--- src/rtl/pdn_pkg.sv ---
package pdn_pkg;
  typedef enum logic [1:0] {
    ST_RUN  = 2'd0,
    ST_PDN  = 2'd1,
    ST_LOCK = 2'd2
  } pd_state_e;

  localparam int REG_W      = 8;
  localparam int PD_BIT     = 1;   // power-down request bit in power-control
  localparam int OSC_PD_BIT = 7;   // oscillator stop bit in PLL-control
  localparam int NGATE      = 2;   // index 0: core clock, index 1: PLL clock
endpackage

--- src/rtl/pdn_fsm.sv ---
module pdn_fsm
  import pdn_pkg::*;
#(
  parameter int LW = 4
) (
  input  logic          clk,
  input  logic          rst,
  input  logic          enter,
  input  logic          wake,
  input  logic [LW-1:0] lock_cycles,
  output pd_state_e     st,
  output logic [LW-1:0] lock_cnt
);
  always_ff @(posedge clk) begin
    if (rst) begin
      st       <= ST_RUN;
      lock_cnt <= '0;
    end else begin
      unique case (st)
        ST_RUN: begin
          if (enter) st <= ST_PDN;
        end
        ST_PDN: begin
          if (wake) begin
            st       <= ST_LOCK;
            lock_cnt <= lock_cycles;
          end
        end
        ST_LOCK: begin
          if (lock_cnt == '0) st <= ST_RUN;
          else                lock_cnt <= lock_cnt - 1'b1;
        end
        default: st <= ST_RUN;
      endcase
    end
  end
endmodule

--- src/rtl/pdn_tic.sv ---
module pdn_tic #(
  parameter int TW = 4
) (
  input  logic          clk,
  input  logic          rst,
  input  logic          en,
  input  logic          run,
  input  logic [TW-1:0] limit,
  output logic          irq
);
  logic [TW-1:0] cnt;
  logic          at_end;

  assign at_end = (cnt >= limit);

  always_ff @(posedge clk) begin
    if (rst || !en) begin
      cnt <= '0;
      irq <= 1'b0;
    end else if (run) begin
      irq <= at_end;
      cnt <= at_end ? '0 : cnt + 1'b1;
    end else begin
      irq <= 1'b0;
    end
  end
endmodule

--- src/rtl/pdn_clkgate.sv ---
module pdn_clkgate #(
  parameter int NG = 2
) (
  input  logic          clk,
  input  logic          rst,
  input  logic [NG-1:0] en_d,
  output logic [NG-1:0] en_q,
  output logic [NG-1:0] gclk
);
  // Enables move only on the falling edge, while clk is low.
  always_ff @(negedge clk) begin
    if (rst) en_q <= '1;
    else     en_q <= en_d;
  end

  for (genvar g = 0; g < NG; g++) begin : g_gate
    assign gclk[g] = clk & en_q[g];
  end
endmodule

--- src/rtl/pdn_ctrl.sv ---
module pdn_ctrl
  import pdn_pkg::*;
#(
  parameter int              NP       = 4,
  parameter int              PW       = 8,
  parameter int              LW       = 4,
  parameter int              TW       = 4,
  parameter logic [PW-1:0]   PORT_RST = '1,
  parameter logic [REG_W-1:0] PLL_RST = '0
) (
  input  logic             clk,
  input  logic             rst,
  input  logic             pwr_wr,
  input  logic [REG_W-1:0] pwr_wdata,
  input  logic             pll_wr,
  input  logic [REG_W-1:0] pll_wdata,
  input  logic             port_wr,
  input  logic [PW-1:0]    port_wdata,
  input  logic             irq,
  input  logic             tic_en,
  input  logic [TW-1:0]    tic_limit,
  input  logic [LW-1:0]    lock_cycles,
  input  logic [NP-1:0]    periph_req,
  input  logic             dac_oe_req,
  input  logic             ale_core,
  input  logic             psen_core,
  output logic             core_clk,
  output logic             core_clk_en,
  output logic             pll_clk,
  output logic             pll_en,
  output logic             osc_en,
  output logic             tic_run,
  output logic             tic_irq,
  output logic [NP-1:0]    periph_en,
  output logic             dac_oe,
  output logic             ale,
  output logic             psen,
  output logic [PW-1:0]    port_q,
  output logic [REG_W-1:0] pcon_q,
  output logic [REG_W-1:0] pllcon_q,
  output logic             pd_active
);
  pd_state_e     st;
  logic [LW-1:0] lock_cnt;
  logic          run, in_pdn, osc_stop, enter, wake;
  logic [NGATE-1:0] gate_d, gate_q, gate_clk;

  assign run      = (st == ST_RUN);
  assign in_pdn   = (st == ST_PDN);
  assign osc_stop = pllcon_q[OSC_PD_BIT];
  assign enter    = run && pwr_wr && pwr_wdata[PD_BIT];
  assign wake     = in_pdn && (irq || (tic_irq && !osc_stop));

  pdn_fsm #(.LW(LW)) u_fsm (
    .clk(clk), .rst(rst), .enter(enter), .wake(wake),
    .lock_cycles(lock_cycles), .st(st), .lock_cnt(lock_cnt)
  );

  // Register file: writable only while the core is clocked.
  always_ff @(posedge clk) begin
    if (rst) begin
      pcon_q   <= '0;
      pllcon_q <= PLL_RST;
      port_q   <= PORT_RST;
    end else begin
      if (run && pwr_wr)   pcon_q <= pwr_wdata;
      else if (wake)       pcon_q[PD_BIT] <= 1'b0;
      if (run && pll_wr)   pllcon_q <= pll_wdata;
      if (run && port_wr)  port_q <= port_wdata;
    end
  end

  assign osc_en  = !(in_pdn && osc_stop);
  assign tic_run = tic_en && osc_en;

  pdn_tic #(.TW(TW)) u_tic (
    .clk(clk), .rst(rst), .en(tic_en), .run(osc_en),
    .limit(tic_limit), .irq(tic_irq)
  );

  assign gate_d[0] = run;
  assign gate_d[1] = !in_pdn;

  pdn_clkgate #(.NG(NGATE)) u_gate (
    .clk(clk), .rst(rst), .en_d(gate_d), .en_q(gate_q), .gclk(gate_clk)
  );

  assign core_clk    = gate_clk[0];
  assign core_clk_en = gate_q[0];
  assign pll_clk     = gate_clk[1];
  assign pll_en      = gate_q[1];

  assign periph_en = run ? periph_req : '0;
  assign dac_oe    = run && dac_oe_req;
  assign ale       = run && ale_core;
  assign psen      = run && psen_core;
  assign pd_active = !run;
endmodule

--- config.mk ---
export PLATFORM = sky130hd
export DESIGN_NAME = pdn_ctrl
export DESIGN_NICKNAME = d
export VERILOG_FILES = /design/src/rtl/pdn_pkg.sv /design/src/rtl/pdn_fsm.sv /design/src/rtl/pdn_tic.sv /design/src/rtl/pdn_clkgate.sv /design/src/rtl/pdn_ctrl.sv
export SDC_FILE = /design/constraint.sdc
export NUM_CORES = 1
export LEC_CHECK = 0
export BUFFER_PORTS_ARGS = -buffer_cell sky130_fd_sc_hd__buf_2
export CAP_MARGIN = 20
export CORE_ASPECT_RATIO = 0.9
export CORE_MARGIN = 2
export CORE_UTILIZATION = 52
export CTS_BUF_LIST = sky130_fd_sc_hd__clkbuf_8
export DETAILED_ROUTE_END_ITERATION = 6
export PLACE_DENSITY = 0.94
export RECOVER_POWER = 100
export SETUP_SLACK_MARGIN = 0.15
export SLEW_MARGIN = 20
export SYNTH_ARGS = -nofsm -noshare
export SYNTH_HDL_FRONTEND = slang
export SYNTH_SLANG_ARGS = --single-unit
--- constraint.sdc ---
create_clock -name clk -period 3 [get_ports clk]
set_input_delay 0.15 -clock clk [delete_from_list [all_inputs] [get_ports clk]]
set_output_delay 0.15 -clock clk [all_outputs]
set_load 0.02 [all_outputs]
Yosys cells after proc, flatten, opt, wreduce, memory -nomap -nowiden:

Cells that the tools add are included.

* div/mod/pow operators: 0
* equal/unequal tests: 6
* reductions and logical operators: 25
* multipliers: 0
* shifts and indexed selects: 0
* mux-type cells: 11
* bitwise operators: 2
* magnitude comparators: 1
* add/subtract/negate cells: 2

Operators with widths (number)
* 4-bit 2-to-1 mux: 4
* 1-bit logical AND: 11
* 4-bit case mux with 2 select lines: 1
* 2-bit 2-to-1 mux: 3
* 2-bit by 1-bit inequality test with 1-bit output (second input constant): 3
* 2-bit case mux with 3 select lines: 1
* 3-bit AND reduction: 2
* 1-bit logical NOT: 5
* 4-bit by 1-bit adder with 4-bit output (second input constant): 1
* 4-bit greater-or-equal comparator: 1
* 4-bit logical NOT: 1
* 2-bit nonzero test: 2
* 4-bit by 1-bit subtractor with 4-bit output (second input constant): 1
* 1-bit bitwise AND: 2
* 2-bit by 1-bit == test with 1-bit output (second input constant): 1
* 2-bit == test (second input constant): 1
* 2-bit logical NOT: 1
* 1-bit logical OR: 2
* 1-bit 2-to-1 mux: 2
* 2-bit inequality test (second input constant): 1
* 2-bit OR reduction: 1

* bits in registers: 37
* memory bits (read-only): 0
* word-level logic and storage cells: 56
* memories kept: 0
* latch bits: 0
* output and inout bits: 39
* memory bits (writable): 0

Logic depth before layout (Yosys ltp):

Gate-level depths: netlist (run 1).

* depth after elaboration: 6
* mapped depth: 7

By module:

Synthesis (run 1) repeated with hierarchy kept, for this count alone.

* cells, all modules: 183
* area total of the unflattened synthesis: 1746.7 um^2

Modules (own cells, without submodules)
* pdn_ctrl: times used 1, cells each 98, area an instance 992.2 um^2
* pdn_fsm: times used 1, cells each 41, area an instance 346.6 um^2
* pdn_tic: times used 1, cells each 37, area an instance 339.1 um^2
* pdn_clkgate: times used 1, cells each 7, area an instance 68.8 um^2

==> out/qor.yml, run 1 <==
status: "complete, no violations"
skew_ns: 0.07452
p_leak_uw: 0.001046
grt_pass1_vias: 1679
wire_per_inst_microns: 13.00
n_fill_cell: 321
die_height_microns: 60.25
crit_type: "reg2out"
cts_setup_buffers: 0
yosysTopAreaCellShare_pct: 40.52
ys_seq_area_share_pct: 40.52
crit_chain: "and2_1 -> buf_2"
io_pins: 85
numPortBuffers: 84
synth_common_cells: "dfxtp_1, nand2_1, a21oi_1, nand3_1"
slew_headroom_pct: 6.999
ir_drop_v: 0.0005847
wl_microns: 4446
final_util_pct: 69.33
worst-path-buf-inv: 1
clk_pin_slew_ns: 0.07
num_antenna_cells: 0
clk_latency_ns: 0.47
finalSetupViolCount: 0
cp_top_family: "flip-flops"
ant_nets: 0
rrSetupSlack_ns: 0.37
drt_first_pass_iters: 4
worst_slew_pin_slew_ns: 1.360
crit_required_ns: 2.85
die_w_microns: 66.50
syn-num-nets: 264
async_flop_share_pct: 0
start_util_pct: 54.11
vias: 1777
antenna_found_initial: 0
synth-seq-cells: 37
via_per_inst: 5.196
synth_cell_types: 38
place_congestion: 0.7710
hold_path.class: "in2reg"
crit_path_start_kind: "flop"
fin_setup_tns_ns: 0
finalPower_uw: 1948
power.density_mw_per_mm2: 831.5
drt-initial-drc-count: 88
dp.cells: 327
synth_most_common_cell: "dfxtp_1"
floorplan.die_area_sq_mm: 0.004006
grt_overflow: 0
synth.top_cells.by_area: "dfxtp_1, ha_1, a21oi_1"
path_max_fanout: 2
hold_violations: 0
maxCapViolCount: 0
cp_slowest_cell: "dfxtp_1"
yosysWarningCount: 0
cp-end-kind: "primary output"
area_growth_pct: 28.13
rsz0062_at_grt: "false"
synth_area_sq_mm: 0.001828
hold_slack_ns: 0.008795
slew_viol_final: 0
grt_pass1_wl_microns: 7093
core-area_sq_mm: 0.003378
worstPathArrival_ns: 2.66
finalNonFillerCells: 342
yosys.area.top_type: "dfxtp_1"
std_cell_rows: 20
nNetsFinal: 353
syn_area_per_cell_sq_um: 8.831
cts_tree: "done"
grt_max_degree: 37
ys.flop_type: "dfxtp_1"
drc: 0
grtUsageTotal_pct: 24.53
synth_cells: 207
slowest_delay_ns: 0.36
hpwl_microns: 3154
synth_edf_count: 0
drive_gt1_share_pct: 23.15
## what timing repair did
item	CTS	global route
hold endpoints to repair	1	0
hold buffers	1	0
gates resized for setup	0	1
setup endpoints to repair	0	2
## report_power, final
group / internal (uW) / leakage [uW] / switching, uW
Sequential: 594 / 0.000304 / 65.5
Combinational: 254 / 0.000637 / 459
Clock: 304 / 0.000104 / 271
## cells in the final DEF (no fill, tap or decap), types with 9 or more instances in the layout
cell / n
nand3_1: 17
clkbuf_1: 35
a211o_1: 9
ha_1: 11
a21oi_1: 22
nand2_1: 24
buf_2: 50
dfxtp_1: 37
clkbuf_8: 9
inv_1: 16
## per-stage QoR
stage               instance area, sq um  worst slack (ns)
finish                              2342            0.1945
global route                        2342            0.1009
CTS                                 2407            0.1816
detailed placement                  2253            0.4379
global placement                    2253            0.4902
floorplan                           1828            0.1923
## tightest hold or removal path: cells and delay by family
family	cells	cell delay (ns)
AOI/OAI and AO/OA	1	0.05
buffers and inverters	1	0.09
and+or+nand+nor	1	0.05
## metal layers
layer  vias to the layer above  global-route usage [%]  share of wire, %
li1                        905                       -                 -
met1                       805                   25.90                43
met5                         -                       0                 0
met4                         0                   16.33               1.8
met2                        58                   39.57                50
met3                         9                   11.11               5.7
## path summary, 6_finish.rpt
check                               to  cells after the start                 startpoint
min reg2reg   pllcon_q[1]$_SDFFE_PP0P_                      2   pllcon_q[1]$_SDFFE_PP0P_
min             pcon_q[2]$_SDFFE_PP0P_                      3               pwr_wdata[2]
max reg2reg  u_tic.cnt[2]$_SDFFE_PP0N_                      6  u_tic.cnt[0]$_SDFFE_PP0N_
max                            pll_clk                      2  u_gate.en_q[1]$_SDFF_NP1_
## kinds of logic (layout without fill, tap and decap cells)
logic type               Yosys count  count (layout)  share of synthesized area, %
AND/OR/NAND/NOR                   83              83                         25.05
AO/OA/AOI/OAI                     50              50                         19.03
adder cells (fa/ha/maj)           11              11                         7.529
multiplexers                       3               3                         1.643
flip-flops                        37              37                         40.52
buffers and inverters             23             114                         6.229
## area by class of cell
class	count	area, sq um	share of cell area [%]
Inverter	12	45.04	1.923
Timing Repair Buffer	85	390.4	16.67
Clock buffer	11	132.6	5.662
Multi-Input combinational cell	147	954.7	40.76
Clock inverter	6	23.77	1.015
Sequential cell	37	740.7	31.62
Tap cell	44	55.05	2.350
## registers in the layout, summed over array words and instances (netlist names)
name            count
pcon_q              8
pllcon_q            8
port_q              8
u_fsm.lock_cnt      4
u_tic.cnt           4
u_fsm.st            2
u_gate.en_q         2
u_tic.irq           1
(Power assumes the default switching activity.)
==> run 2, diff against run 1 <==
--- a/config.mk
+++ b/config.mk
@@ -12,7 +12,7 @@
 export CORE_UTILIZATION = 52
 export CTS_BUF_LIST = sky130_fd_sc_hd__clkbuf_8
 export DETAILED_ROUTE_END_ITERATION = 6
-export PLACE_DENSITY = 0.94
+export PLACE_DENSITY = 0.88
 export RECOVER_POWER = 100
 export SETUP_SLACK_MARGIN = 0.15
 export SLEW_MARGIN = 20
==> constraint.sdc (replaced) <==
create_clock -name clk -period 3 [get_ports clk]
set_input_delay 0.15 -clock clk [delete_from_list [all_inputs] [get_ports clk]]
set_output_delay 0.15 -clock clk [all_outputs]
set_load 0.05 [all_outputs]
==> run 2 against run 1 <==
Critical path depth unchanged. Total power is 19% higher. Largest power group unchanged. Critical path type unchanged. Sequential power about the same. Global-route usage rose by 0.27 points. Register-to-register slack improved by 0.06 ns. Worst setup slack got worse by 0.068 ns. Largest cell class unchanged. Highest routed layer unchanged.
==> out/qor.yml, run 2 (synthesis gave the netlist of run 1 again) <==
die_height_microns: 60.25
layout_commonest_cell: "buf_2"
io_pins: 85
worstPathArrival_ns: 2.72
grtUsageTotal_pct: 24.80
num_antenna_cells: 0
cts_tree: "done"
slew_headroom_pct: 13.99
p_leak_uw: 0.001080
wl_microns: 4490
whs_path_depth: 3
grt_pass1_wl_microns: 7141
crit_required_ns: 2.85
worst_slew_pin_slew_ns: 1.290
r2r-end: "port_q[4]$_SDFFE_PP1P_"
hold_path.class: "in2reg"
whs_endpoint: "pcon_q[2]$_SDFFE_PP0P_"
vias: 1833
via_per_inst: 5.360
antenna_found_initial: 0
min_from: "pwr_wdata[2]"
maxCapViolCount: 0
skew_ns: 0.08457
finalNonFillerCells: 342
power.density_mw_per_mm2: 977.9
clk_pin_slew_ns: 0.07
clk_latency_ns: 0.48
start_util_pct: 54.11
dp.cells: 327
crit_type: "reg2out"
hpwl_microns: 3286
drc: 0
crit_path_start_kind: "flop"
die_w_microns: 66.50
fin_setup_tns_ns: 0
hold_slack_ns: 0.003239
grt_max_degree: 37
numPortBuffers: 84
drt-initial-drc-count: 102
grt_overflow: 0
rsz0062_at_grt: "false"
floorplan.die_area_sq_mm: 0.004006
ir_drop_v: 0.0007036
cp-end-kind: "primary output"
r2r_start: "u_fsm.st[1]$_SDFFE_PP0P_"
mostFrequentLayoutCells: "buf_2, dfxtp_1, clkbuf_1"
rrSetupSlack_ns: 0.43
cts_setup_buffers: 0
drive_gt1_share_pct: 25.50
area_growth_pct: 29.71
std_cell_rows: 20
finalSetupViolCount: 0
nNetsFinal: 354
r2r_cells: 5
reg_top3: "pcon_q x8, pllcon_q x8, port_q x8"
ant_nets: 0
grt_pass1_vias: 1702
place_congestion: 0.8193
worstSetupStartpoint: "u_gate.en_q[0]$_SDFF_NP1_"
slew_viol_final: 0
drt_first_pass_iters: 4
path_max_fanout: 2
core-area_sq_mm: 0.003378
status: "complete, no violations"
wire_per_inst_microns: 13.13
hold_violations: 0
-- run 2: final cells by class --
| cell class | count | area, sq um |
|---|---|---|
| Multi-Input combinational cell | 147 | 955.9 |
| Tap cell | 44 | 55.05 |
| Sequential cell | 37 | 740.7 |
| Inverter | 12 | 45.04 |
| Fill cell | 312 | 1007 |
| Clock inverter | 5 | 32.53 |
| Timing Repair Buffer | 86 | 407.9 |
| Clock buffer | 11 | 133.9 |
-- run 2: critical path, cell delays in order, from the launching register on --
cell      delay [ns]
dfxtp_1         0.33
and2_1          0.14
clkbuf_2        0.28
-- run 2: metal layers --
metal	part of all wire (%)	global-route usage (%)
met2	49	40.86
met5	0	0
met1	41	26.10
met4	1.8	13.12
met3	7.7	12.43
-- run 2: what timing repair did --
action,CTS,global route
hold endpoints to repair,1,1
endpoints found under the setup margin,0,2
hold buffers,1,1
resized for setup,0,2
-- run 2: worst max-delay path by stage --
stage | to | cells past startpoint
finish | core_clk | 2
floorplan | u_gate.en_q[0]$_SDFF_NP1_ | 5
global placement | u_gate.en_q[0]$_SDFF_NP1_ | 3
detailed placement | u_gate.en_q[0]$_SDFF_NP1_ | 3
global route | core_clk | 2
CTS | core_clk | 2
-- run 2: power by group --
| group | total [uW] | switching, uW | leakage (uW) | internal [uW] |
|---|---|---|---|---|
| registers | 660 | 66.3 | 0.000304 | 594 |
| logic | 984 | 720 | 0.000664 | 264 |
| clock network | 674 | 327 | 0.000112 | 348 |
-- run 2: per-stage QoR --
stage	instance area, sq um	power, uW	setup slack [ns]	utilization [%]
2_1_floorplan	1828	1587	0.1923	-
3_3_place_gp	2253	1803	0.4922	66.70
3_5_place_dp	2253	1829	0.4288	66.70
4_1_cts	2416	2362	0.1503	71.52
5_1_grt	2371	2455	0.08867	70.19
6_report	2371	2319	0.1262	70.19
